**src/rtl/mpsz_tlb_pkg.sv**
```systemverilog
package mpsz_tlb_pkg;

  localparam int ADDR_W = 32;
  localparam int KIND_W = 3;

  typedef enum logic [KIND_W-1:0] {
    PK_NONE   = 3'd0,
    PK_SMALL  = 3'd1,
    PK_LARGE  = 3'd2,
    PK_SECT   = 3'd3,
    PK_XSMALL = 3'd4,
    PK_TINY   = 3'd5
  } pg_kind_e;

  // Compare mask selected by the page-size kind; unknown codes compare nothing.
  function automatic logic [ADDR_W-1:0] kind_mask(input logic [KIND_W-1:0] k);
    case (k)
      PK_SMALL:  kind_mask = 32'hFFFF_F000;
      PK_LARGE:  kind_mask = 32'hFFFF_0000;
      PK_SECT:   kind_mask = 32'hFFF0_0000;
      PK_XSMALL: kind_mask = 32'hFFFF_F000;
      PK_TINY:   kind_mask = 32'hFFFF_FC00;
      default:   kind_mask = 32'h0000_0000;
    endcase
  endfunction

  function automatic logic kind_live(input logic [KIND_W-1:0] k);
    kind_live = (k >= 3'd1) && (k <= 3'd5);
  endfunction

endpackage

```
**src/rtl/tlb_entry_bank.sv**
```systemverilog
module tlb_entry_bank
  import mpsz_tlb_pkg::*;
#(
  parameter int N      = 8,
  parameter int PW     = 12,
  parameter int DW     = 4,
  parameter int IW     = 3
) (
  input  logic              clk,
  input  logic              rst,
  input  logic              wr_en,
  input  logic [IW-1:0]     wr_idx,
  input  logic [ADDR_W-1:0] wr_tag,
  input  logic [ADDR_W-1:0] wr_pbase,
  input  logic [PW-1:0]     wr_perm,
  input  logic [DW-1:0]     wr_dom,
  input  logic [KIND_W-1:0] wr_kind,
  input  logic              kill_all,
  input  logic              kill_en,
  input  logic [IW-1:0]     kill_idx,
  output logic [ADDR_W-1:0] tag_q   [N],
  output logic [ADDR_W-1:0] pbase_q [N],
  output logic [PW-1:0]     perm_q  [N],
  output logic [DW-1:0]     dom_q   [N],
  output logic [KIND_W-1:0] kind_q  [N]
);

  // Payload storage: no reset, written only by fills.
  always_ff @(posedge clk) begin
    if (wr_en) begin
      tag_q[wr_idx]   <= wr_tag;
      pbase_q[wr_idx] <= wr_pbase;
      perm_q[wr_idx]  <= wr_perm;
      dom_q[wr_idx]   <= wr_dom;
    end
  end

  // Kind field per slot: reset, flush and targeted kill.
  for (genvar g = 0; g < N; g++) begin : g_kind
    always_ff @(posedge clk) begin
      if (rst || kill_all) begin
        kind_q[g] <= PK_NONE;
      end else if (kill_en && (kill_idx == IW'(g))) begin
        kind_q[g] <= PK_NONE;
      end else if (wr_en && (wr_idx == IW'(g))) begin
        kind_q[g] <= wr_kind;
      end
    end
  end

endmodule

```
**src/rtl/tlb_match_vec.sv**
```systemverilog
module tlb_match_vec
  import mpsz_tlb_pkg::*;
#(
  parameter int N = 8
) (
  input  logic [ADDR_W-1:0] probe,
  input  logic [ADDR_W-1:0] tag_q  [N],
  input  logic [KIND_W-1:0] kind_q [N],
  output logic [N-1:0]      hit_v
);

  for (genvar g = 0; g < N; g++) begin : g_cmp
    always_comb begin
      hit_v[g] = kind_live(kind_q[g]) &&
                 ((probe & kind_mask(kind_q[g])) == tag_q[g]);
    end
  end

endmodule

```
**src/rtl/tlb_first_set.sv**
```systemverilog
module tlb_first_set #(
  parameter int N  = 8,
  parameter int IW = 3
) (
  input  logic [N-1:0]  vec,
  output logic          found,
  output logic [IW-1:0] idx
);

  always_comb begin
    found = 1'b0;
    idx   = '0;
    for (int i = N - 1; i >= 0; i--) begin
      if (vec[i]) begin
        found = 1'b1;
        idx   = IW'(i);
      end
    end
  end

endmodule

```
**src/rtl/tlb_rr_ptr.sv**
```systemverilog
module tlb_rr_ptr #(
  parameter int N  = 8,
  parameter int IW = 3
) (
  input  logic          clk,
  input  logic          rst,
  input  logic          clr,
  input  logic          adv,
  output logic [IW-1:0] ptr_q
);

  localparam logic [IW-1:0] LAST = IW'(N - 1);

  always_ff @(posedge clk) begin
    if (rst || clr) begin
      ptr_q <= '0;
    end else if (adv) begin
      ptr_q <= (ptr_q == LAST) ? '0 : ptr_q + 1'b1;
    end
  end

endmodule

```
**src/rtl/mpsz_tlb.sv**
```systemverilog
module mpsz_tlb
  import mpsz_tlb_pkg::*;
#(
  parameter int ENTRIES = 8,
  parameter int PERM_W  = 12,
  parameter int DOM_W   = 4,
  parameter int IW      = (ENTRIES > 1) ? $clog2(ENTRIES) : 1
) (
  input  logic              clk,
  input  logic              rst,
  input  logic [31:0]       lk_vaddr,
  output logic              lk_hit,
  output logic [IW-1:0]     lk_idx,
  output logic [31:0]       lk_vtag,
  output logic [31:0]       lk_pbase,
  output logic [PERM_W-1:0] lk_perm,
  output logic [DOM_W-1:0]  lk_dom,
  output logic [2:0]        lk_kind,
  input  logic              fl_en,
  input  logic [31:0]       fl_vaddr,
  input  logic [31:0]       fl_paddr,
  input  logic [PERM_W-1:0] fl_perm,
  input  logic [DOM_W-1:0]  fl_dom,
  input  logic [2:0]        fl_kind,
  input  logic              inv_all,
  input  logic              inv_addr_en,
  input  logic [31:0]       inv_vaddr
);

  logic [ADDR_W-1:0] tag_q   [ENTRIES];
  logic [ADDR_W-1:0] pbase_q [ENTRIES];
  logic [PERM_W-1:0] perm_q  [ENTRIES];
  logic [DOM_W-1:0]  dom_q   [ENTRIES];
  logic [KIND_W-1:0] kind_q  [ENTRIES];

  logic [ENTRIES-1:0] lk_vec, iv_vec;
  logic               lk_found, iv_found;
  logic [IW-1:0]      lk_sel, iv_sel;
  logic [IW-1:0]      ptr_q;

  // Command priority: flush, then targeted invalidate, then fill.
  logic do_kill, do_fill;
  logic [ADDR_W-1:0] fl_mask;

  always_comb begin
    do_kill = !inv_all && inv_addr_en && iv_found;
    do_fill = !inv_all && !inv_addr_en && fl_en;
    fl_mask = kind_mask(fl_kind);
  end

  tlb_entry_bank #(
    .N(ENTRIES), .PW(PERM_W), .DW(DOM_W), .IW(IW)
  ) u_bank (
    .clk      (clk),
    .rst      (rst),
    .wr_en    (do_fill),
    .wr_idx   (ptr_q),
    .wr_tag   (fl_vaddr & fl_mask),
    .wr_pbase (fl_paddr & fl_mask),
    .wr_perm  (fl_perm),
    .wr_dom   (fl_dom),
    .wr_kind  (fl_kind),
    .kill_all (inv_all),
    .kill_en  (do_kill),
    .kill_idx (iv_sel),
    .tag_q    (tag_q),
    .pbase_q  (pbase_q),
    .perm_q   (perm_q),
    .dom_q    (dom_q),
    .kind_q   (kind_q)
  );

  tlb_match_vec #(.N(ENTRIES)) u_lk_cmp (
    .probe  (lk_vaddr),
    .tag_q  (tag_q),
    .kind_q (kind_q),
    .hit_v  (lk_vec)
  );

  tlb_match_vec #(.N(ENTRIES)) u_iv_cmp (
    .probe  (inv_vaddr),
    .tag_q  (tag_q),
    .kind_q (kind_q),
    .hit_v  (iv_vec)
  );

  tlb_first_set #(.N(ENTRIES), .IW(IW)) u_lk_pick (
    .vec   (lk_vec),
    .found (lk_found),
    .idx   (lk_sel)
  );

  tlb_first_set #(.N(ENTRIES), .IW(IW)) u_iv_pick (
    .vec   (iv_vec),
    .found (iv_found),
    .idx   (iv_sel)
  );

  tlb_rr_ptr #(.N(ENTRIES), .IW(IW)) u_ptr (
    .clk   (clk),
    .rst   (rst),
    .clr   (inv_all),
    .adv   (do_fill),
    .ptr_q (ptr_q)
  );

  // Lookup result: fields of the winner, zero on a miss.
  always_comb begin
    lk_hit   = lk_found;
    lk_idx   = '0;
    lk_vtag  = '0;
    lk_pbase = '0;
    lk_perm  = '0;
    lk_dom   = '0;
    lk_kind  = '0;
    if (lk_found) begin
      lk_idx   = lk_sel;
      lk_vtag  = tag_q[lk_sel];
      lk_pbase = pbase_q[lk_sel];
      lk_perm  = perm_q[lk_sel];
      lk_dom   = dom_q[lk_sel];
      lk_kind  = kind_q[lk_sel];
    end
  end

endmodule

```
**config.mk**
```make
export PLATFORM = sky130hd
export DESIGN_NAME = mpsz_tlb
export DESIGN_NICKNAME = d
export VERILOG_FILES = /design/src/rtl/mpsz_tlb_pkg.sv /design/src/rtl/tlb_entry_bank.sv /design/src/rtl/tlb_match_vec.sv /design/src/rtl/tlb_first_set.sv /design/src/rtl/tlb_rr_ptr.sv /design/src/rtl/mpsz_tlb.sv
export SDC_FILE = /design/constraint.sdc
export NUM_CORES = 1
export LEC_CHECK = 0
export BUFFER_PORTS_ARGS = -buffer_cell sky130_fd_sc_hd__buf_2
export CAP_MARGIN = 10
export CORE_ASPECT_RATIO = 0.8
export CORE_MARGIN = 2
export CORE_UTILIZATION = 44
export CTS_BUF_LIST = sky130_fd_sc_hd__clkbuf_16
export CTS_CLUSTER_DIAMETER = 200
export CTS_CLUSTER_SIZE = 10
export DETAILED_ROUTE_END_ITERATION = 6
export HOLD_SLACK_MARGIN = 0.1
export PLACE_DENSITY = 0.63
export SYNTH_ARGS = -nofsm -noshare
export SYNTH_HDL_FRONTEND = slang
export SYNTH_SLANG_ARGS = --single-unit
```
**constraint.sdc**
```tcl
create_clock -name clk -period 9.18 [get_ports clk]
set_input_delay 1.836 -clock clk [delete_from_list [all_inputs] [get_ports clk]]
set_output_delay 1.836 -clock clk [all_outputs]
set_load 0.01 [all_outputs]
```
==> results.yml, run 1 <==
run_status:
  status: "complete, no violations"
cells_and_area:
  syn_to_final_growth_pct: 10.5
  stdcell_area_um2: 31200
  drive_above_1_share_pct: 12.8
  final_cells: 3346
  nNetsFinal: 2627
  mostFrequentLayoutCells: "edfxtp_1 (480), mux2i_1 (246), buf_2 (178)"
  post-route-util_pct: 48.9
  mostFrequentLayoutCell: "edfxtp_1"
power:
  power_density_nw_per_um2: 154
  peakVddDrop_mv: 0.189
  power_leakage_nw: 9.54
floorplanning:
  num_io_pins: 239
  dieArea_um2: 66200
  dieWidth_um: 287
  die_y_um: 231
  start_util_pct: 44.3
  core_um2: 63800
  placementRows: 83
clock_network:
  cts_sinks: 507
  clock_latency_ns: 0.64
  cts_resized: 0
  cts_max_path_buffers: 3
  cts_tree: "yes"
  cts_hold_repair.buffers: 0
  clk_pin_slew_ns: 0.05
  root_buffer: "clkbuf_16"
  post_cts_buffers: 0
  cts_made_buffers: 56
  cts-htree-levels: 2
global_routing:
  grt_max_degree: 154
  grt_pass1_wl_um: 144000
  grtUsageTotal_pct: 30.1
  grt_pass1_vias: 20013
  grt-ovfl-total: 0
  antenna_found_initial: 7
flow_run:
  maxCapViolCount: 0
min_path:
  hp-class: "register to register"
timing:
  min_period_over_period_pct: 87.7
  worst_clock_skew_ns: 0.0246
  tightest_slew_ns: 1.45
  layout_min_cycle_time_ns: 8.05
  rsz0062_at_grt: "false"
  hold_viol: 0
  slew_violations: 0
  setup_ws_ns: 1.13
  fin_setup_tns_ns: 0
  slew_headroom_pct: 3.26
  finalSetupViolCount: 0
  max_clock_freq_mhz: 124
place:
  place_inst: 3261
  gp_congestion: 1.04
  place.port_buffers: 178
  dp_slack_ns: 1.59
  hpwl_um: 70800
  placed_cell_area_um2: 29600
route:
  first_pass_iters: 6
  drc: 0
  vias_per_cell: 6.43
  ant_nets: 0
  drt_iter0_markers: 3111
  via_count: 21530
  wire_per_inst_um: 30.4
  wl_um: 102000
yosys:
  synth_cell_types: 81
  synth_area_per_cell_um2: 11.9
  synthFlopType: "edfxtp_1"
  syn_area_um2: 28200
  synth.yosys.seq_area_share_pct: 53.0
  ys_seq_elements: 507
  netlist_instances: 2382
  ys_warn_count: 0
  synth_edf_count: 480
  ys_async_sr_fraction_pct: 0
worst_setup_path:
  critical_path_required_ns: 7.34
  worst_setup_path_end_kind: "output port"
  cp.arrival_ns: 6.21
  critPathLaunchType: "input port"
  critPathKind: "input port to output port"
  crit_fanout: 153
[final cells by class]
cell class	instances	area, µm²
Multi-Input combinational cell	1658	12300
Sequential cell	507	15000
Timing Repair Buffer	211	1190
Inverter	35	131
Antenna cell	4	10.0
Fill cell	5730	32600
Clock inverter	25	160
Clock buffer	56	1400
Tap cell	850	1060
[registers in the layout (all words and copies together) (netlist names)]
register,count
u_bank.kind_q,24
u_bank.tag_q,176
u_bank.dom_q,32
u_ptr.ptr_q,3
u_bank.pbase_q,176
u_bank.perm_q,96
[cells by family after synthesis]
logic type,Yosys count,synth area share (%)
AOI/OAI and AO/OA,516,13.9
buffers and inverters,236,4.10
other,1,0.0133
xor gates and xnor gates,212,6.58
DFF,507,53.0
and+or+nand+nor,658,13.4
muxes,246,8.72
adders and majority gates,6,0.266
[metrics by stage]
step | hold WS (ns) | total power, W
2_1_floorplan | 0.486 | 0.00277
3_3_place_gp | 0.451 | 0.00287
3_5_place_dp | 0.462 | 0.00287
4_1_cts | 0.471 | 0.00484
5_1_grt | 0.496 | 0.00494
6_report | 0.466 | 0.00481
[layer usage]
metal | wire, µm | vias to the layer above | global-route usage, %
li1 | - | 9461 | -
met1 | 44600 | 10853 | 43.7
met2 | 44900 | 1068 | 45.5
met3 | 9180 | 142 | 6.14
met4 | 2880 | 6 | 9.02
met5 | 41 | - | 0
[where the power goes]
group          switching, W  internal (W)  leakage [nW]  total [W]
Combinational      0.000186     0.0000845          4.16   0.000270
Clock              0.000890       0.00109         0.836    0.00198
Sequential        0.0000118       0.00255          4.55    0.00256
Total               0.00109       0.00372          9.54    0.00481
[worst max-delay path: stages]
cell and delay, ns:
buf_2 0.24, nor2_1 0.32, nor2_1 0.09, o32ai_1 0.82, nand2_1 0.11, nor3_1 0.73, a41o_1 0.23, a31oi_4 0.07
buf_12 0.24, mux2i_1 0.56, o22a_1 0.22, o221ai_1 0.12, buf_2 0.18
[cell usage after synthesis (all sizes together), types with 15 or more instances]
library cell	instances	area (µm²)
a21oi	51	255
o22a	66	578
nor2	120	450
nor4bb	70	701
and2	65	412
o32a	15	150
a31oi	78	488
xnor2	149	1310
clkbuf	96	383
nand4	35	219
or3	15	93.8
nand3b	15	113
xor2	63	552
dfxtp	27	541
nor4	32	213
nor3	50	260
o32ai	46	403
nand3	62	310
nand2	107	402
mux2i	246	2460
buf	105	643
inv	35	131
edfxtp	480	14400
nor2b	21	131
o22ai	20	125
o221ai	66	647
nand2b	18	113
o21ai	50	250
[path summary, 6_finish.rpt]
kind | slack [ns] | endpoint | cells past startpoint | startpoint
max | 1.13 | lk_vtag[14] | 13 | lk_vaddr[14]
max reg2reg | 4.79 | u_bank.kind_q[1] | 10 | u_bank.kind_q[23]
min reg2reg | 0.47 | u_bank.kind_q[3] | 2 | u_bank.kind_q[3]
min | 0.47 | u_bank.kind_q[3] | 2 | u_bank.kind_q[3]
Power figures use the tool's default switching activity.
==> run 2, diff against run 1 <==
- GPL_TIMING_DRIVEN: default -> 0
==> results.yml, run 2 (synthesized netlist as in run 1, its figures left out) <==
worst_setup_path:
  worst_setup_path_end_kind: "output port"
  critical_path_required_ns: 7.34
  crit_top_cell: "clkbuf_1"
  cp.arrival_ns: 7.11
  critPathKind: "input port to output port"
  reg2reg_to: "u_bank.kind_q[1]"
  reg2regPathDepth: 11
  critPathLaunchType: "input port"
  cp_slowest_cell: "clkbuf_1"
  crit_chain: "buf_2, clkbuf_1, clkbuf_1, a31oi_1, o32ai_1, nand4_1, or3_1, and2_1, clkbuf_1, and2_1, nand2_1, clkbuf_1, o221ai_1, buf_2"
  r2r_start: "u_bank.kind_q[14]"
  ff2ff_setup_slack_ns: 4.59
  crit_family: "buffers and inverters"
  path_buf_inv: 6
  slowest_delay_ns: 0.86
  crit_fanout: 10
  cp-startpoint: "lk_vaddr[24]"
clock_network:
  cts-htree-levels: 2
  clk_pin_slew_ns: 0.06
  root_buffer: "clkbuf_16"
  clock_latency_ns: 0.67
  cts_tree: "yes"
  post_cts_buffers: 0
  cts_hold_repair.buffers: 0
  cts_resized: 0
  cts_made_buffers: 56
  cts_max_path_buffers: 3
  cts_sinks: 507
cells_and_area:
  mostFrequentLayoutCells: "edfxtp_1 (480), mux2i_1 (246), buf_2 (195)"
  stdcell_area_um2: 32300
  largestRegisters: "u_bank.pbase_q (176), u_bank.tag_q (176), u_bank.perm_q (96)"
  syn_to_final_growth_pct: 14.5
  drive_above_1_share_pct: 14.4
  nNetsFinal: 2809
  mostFrequentLayoutCell: "edfxtp_1"
place:
  placed_cell_area_um2: 30700
  place.port_buffers: 160
  gp_congestion: 1.08
  hpwl_um: 85300
power:
  seqPwrFrac_pct: 52.6
  switchingPower_w: 0.00112
  power_density_nw_per_um2: 151
  p_clk_share_pct: 41.3
  p_int_w: 0.00375
  comb_power_share_pct: 6.1
  peakVddDrop_mv: 0.150
  power_leakage_nw: 10.1
  sw_frac_of_total_pct: 23.0
floorplanning:
  die_y_um: 231
  placementRows: 83
  num_io_pins: 239
  dieWidth_um: 287
  start_util_pct: 44.3
  core_um2: 63800
  dieArea_um2: 66200
timing:
  fin_setup_tns_ns: 0
  layout_min_cycle_time_ns: 8.94
  slew_headroom_pct: 4.11
  finalSetupViolCount: 0
  rsz0062_at_grt: "false"
  hold_viol: 0
  min_period_over_period_pct: 97.4
  worst_clock_skew_ns: 0.0429
  slew_violations: 0
  tightest_slew_ns: 1.43
  max_clock_freq_mhz: 112
min_path:
  min_to: "u_ptr.ptr_q[2]"
  hp-class: "register to register"
  hold_depth: 2
  hp-start: "u_ptr.ptr_q[2]"
route:
  wl_um: 114000
  drt_iter0_markers: 2831
  vias_per_cell: 6.45
  wire_per_inst_um: 32.3
  ant_nets: 0
  drc: 0
  first_pass_iters: 5
  via_count: 22744
global_routing:
  antenna_found_initial: 6
  grtUsageTotal_pct: 34.0
  grt_pass1_vias: 21046
  grt-ovfl-total: 0
  grt_max_degree: 25
  grt_pass1_wl_um: 160000
flow_run:
  maxCapViolCount: 0
run_status:
  status: "complete, no violations"
-- run 2: cell count changes in the layout (fill, tap and decap cells not counted), moves of 3 or more --
cell | previous run | this run
buf_6 | 0 | 21
buf_2 | 178 | 195
buf_8 | 0 | 3
clkbuf_4 | 0 | 5
buf_1 | 0 | 27
clkbuf_1 | 0 | 88
buf_16 | 0 | 3
buf_12 | 4 | 12
clkbuf_2 | 0 | 3
buf_4 | 29 | 36
-- run 2: metal layers --
layer	vias to the layer above	share of wire, %	track usage [%]
met1	11426	43	48.3
met2	1282	44	51.7
met4	6	3.6	11.3
met5	-	0.029	0
li1	9834	-	-
met3	196	9.6	7.15
-- run 2: worst max path at each step --
| stage | to | cells past startpoint |
|---|---|---|
| after floorplan | u_bank.dom_q[12] | 5 |
| after global placement | u_bank.tag_q[118] | 6 |
| after detailed placement | lk_vtag[11] | 14 |
| after CTS | lk_vtag[11] | 14 |
| after global routing | lk_vtag[11] | 14 |
| final | lk_vtag[11] | 14 |
-- run 2: cell type report --
type,count,area (µm²)
diodes,2,5.00
flip-flops and latches,507,15000
fillers,5751,31400
inverters,35,131
multi-input cells,1658,12300
clock inverters,25,148
clock buffers,57,1430
well taps,850,1060
repair buffers,192,1310
plain buffers,201,1030
-- run 2: worst register-to-register path, stage by stage (launching register included) --
cell and delay, ns:
dfxtp_1 0.30, clkbuf_1 0.29, nor3_1 1.22, nor3_1 0.20
o32ai_1 0.99, and4_1 0.47, nand4_1 0.23, nand2_1 0.13
nor3b_1 0.08, o211ai_1 0.20, o21ai_0 0.22, a21oi_1 0.20
-- run 2: per-stage QoR --
step / std cells / total power (W) / utilization, % / hold slack, ns / setup slack [ns]
after CTS: 3525 / 0.00488 / 50.7 / 0.549 / 0.429
final: 3527 / 0.00487 / 50.7 / 0.563 / 0.236
after floorplan: 2401 / 0.00277 / - / 0.486 / 1.90
after global routing: 3525 / 0.00500 / 50.7 / 0.588 / 0.207
after global placement: 3411 / 0.00289 / 47.3 / 0.531 / -3.78
after detailed placement: 3443 / 0.00290 / 48.2 / 0.544 / 0.460
-- run 2: power by group through the flow --
stage / Combinational [W] / Clock (W) / Sequential (W)
2_1_floorplan: 0.000168 / 0 / 0.00260
3_3_place_gp: 0.000278 / 0 / 0.00261
3_5_place_dp: 0.000289 / 0 / 0.00261
4_1_cts: 0.000290 / 0.00204 / 0.00256
5_1_grt: 0.000316 / 0.00213 / 0.00256
6_report: 0.000298 / 0.00201 / 0.00256
==> run 3, diff against run 2 <==
- CTS_BUF_LIST: sky130_fd_sc_hd__clkbuf_16 -> default
==> results.yml, run 3 (synthesized netlist as in run 1, its figures left out) <==
run_status:
  status: "finished, violations left"
  violations: "capacitance limit"
route:
  via_count: 22685
  met1Wirelength_um: 48800
  dr_wl_met2_um: 50300
  drc: 0
  wire_per_inst_um: 32.3
  ant_nets: 0
  drt_iter0_markers: 2830
  routed-wl-met3_um: 10800
  dr.max_layer_used: "met5"
  first_pass_iters: 6
  vias_per_cell: 6.43
  wl_um: 114000
clock_network:
  cts-htree-levels: 2
  clk_pin_slew_ns: 0.06
  cts_max_path_buffers: 3
  root_buffer: "clkbuf_16"
  post_cts_buffers: 0
  cts_resized: 0
  cts_made_buffers: 56
  cts_sinks: 507
  cts_tree: "yes"
  cts_hold_repair.buffers: 0
  clock_latency_ns: 0.66
worst_setup_path:
  reg2regPathDepth: 11
  cp-startpoint: "lk_vaddr[24]"
  crit_top_cell: "clkbuf_1"
  cp.arrival_ns: 7.14
  crit_end: "lk_vtag[11]"
  crit_fanout: 10
  slowest_delay_ns: 0.85
  critPathKind: "input port to output port"
  critical_path_required_ns: 7.34
  r2r_start: "u_bank.kind_q[14]"
  cp_slowest_cell: "clkbuf_1"
  crit_chain: "buf_2, clkbuf_1, clkbuf_1, a31oi_1, o32ai_1, nand4_1, or3_1, and2_1, clkbuf_1, and2_1, nand2_1, clkbuf_1, o221ai_1, buf_2"
  ff2ff_setup_slack_ns: 4.51
  reg2reg_to: "u_bank.kind_q[1]"
  worst_setup_path_end_kind: "output port"
  critPathLaunchType: "input port"
timing:
  min_period_over_period_pct: 97.8
  layout_min_cycle_time_ns: 8.98
  fin_setup_tns_ns: 0
  slew_headroom_pct: 1.48
  worst_clock_skew_ns: 0.0398
  hold_viol: 0
  tightest_slew_ns: 1.47
  rsz0062_at_grt: "false"
  max_clock_freq_mhz: 111
  finalSetupViolCount: 0
  slew_violations: 0
power:
  seqPwrFrac_pct: 52.3
  sw_frac_of_total_pct: 22.9
  p_clk_share_pct: 41.6
  switchingPower_w: 0.00112
  peakVddDrop_mv: 0.150
  power_density_nw_per_um2: 151
  p_int_w: 0.00377
  comb_power_share_pct: 6.1
  power_leakage_nw: 9.98
place:
  place.port_buffers: 160
  gp_congestion: 1.08
  place_inst: 3443
  hpwl_um: 85300
  placed_cell_area_um2: 30700
global_routing:
  grt_pass1_wl_um: 160000
  grt_max_degree: 25
  grtUsageTotal_pct: 34.0
  antenna_found_initial: 6
  grt_pass1_vias: 21045
  grt-ovfl-total: 0
cells_and_area:
  largestRegisters: "u_bank.pbase_q (176), u_bank.tag_q (176), u_bank.perm_q (96)"
  syn_to_final_growth_pct: 14.5
  post-route-util_pct: 50.7
  nNetsFinal: 2809
  mostFrequentLayoutCells: "edfxtp_1 (480), mux2i_1 (246), buf_2 (195)"
  mostFrequentLayoutCell: "edfxtp_1"
  drive_above_1_share_pct: 14.4
  stdcell_area_um2: 32300
  final_cells: 3527
floorplanning:
  dieWidth_um: 287
  placementRows: 83
  dieArea_um2: 66200
  die_y_um: 231
  core_um2: 63800
  num_io_pins: 239
  start_util_pct: 44.3
min_path:
  hp-class: "register to register"
flow_run:
  maxCapViolCount: 1
## run 3: cell types whose count changed in the layout (fill, tap and decap cells not counted), sizes merged
cell / delta
clkbuf: +22
inv: -22
## run 3: layer usage
layer  track usage, %  vias up
met2             51.7     1254
met5                0        -
met4             11.3        6
met3             7.15      196
li1                 -     9818
met1             48.3    11411
## run 3: per-stage QoR
step                      power (W)  hold WS [ns]  setup WS (ns)
after floorplan             0.00277         0.486           1.90
after global placement      0.00289         0.531          -3.78
after detailed placement    0.00290         0.544          0.460
after CTS                   0.00491         0.549          0.429
after global routing        0.00502         0.588          0.207
final                       0.00489         0.565          0.202
## run 3: final cells by class
type | instances | area, µm²
inverters | 35 | 131
plain buffers | 201 | 1030
multi-input cells | 1658 | 12300
clock buffers | 79 | 1510
diodes | 2 | 5.00
flip-flops and latches | 507 | 15000
well taps | 850 | 1060
repair buffers | 192 | 1310
fillers | 5751 | 31400
clock inverters | 3 | 65.1
## run 3: critical path, delay by kind of cell
| kind | cells | cell delay (ns) |
|---|---|---|
| buffers and inverters | 6 | 2.62 |
| and+or+nand+nor | 5 | 1.49 |
| AOI/OAI and AO/OA | 3 | 1.16 |
## run 3: how the worst min path moves through the flow
stage / from / end / slack, ns / cells after the start
floorplan: u_bank.kind_q[18] / u_bank.kind_q[18] / 0.49 / 2
detailed placement: u_ptr.ptr_q[2] / u_ptr.ptr_q[2] / 0.54 / 2
finish: u_ptr.ptr_q[2] / u_ptr.ptr_q[2] / 0.57 / 2
CTS: u_ptr.ptr_q[2] / u_ptr.ptr_q[2] / 0.55 / 2
global route: u_ptr.ptr_q[2] / u_ptr.ptr_q[2] / 0.59 / 2
global placement: u_ptr.ptr_q[2] / u_ptr.ptr_q[2] / 0.53 / 2
## run 3: power groups by stage
| stage | logic, W | registers [W] | clock network (W) |
|---|---|---|---|
| 4_1_cts | 0.000290 | 0.00256 | 0.00206 |
| 2_1_floorplan | 0.000168 | 0.00260 | 0 |
| 6_report | 0.000299 | 0.00256 | 0.00203 |
| 3_5_place_dp | 0.000289 | 0.00261 | 0 |
| 3_3_place_gp | 0.000278 | 0.00261 | 0 |
| 5_1_grt | 0.000316 | 0.00256 | 0.00215 |
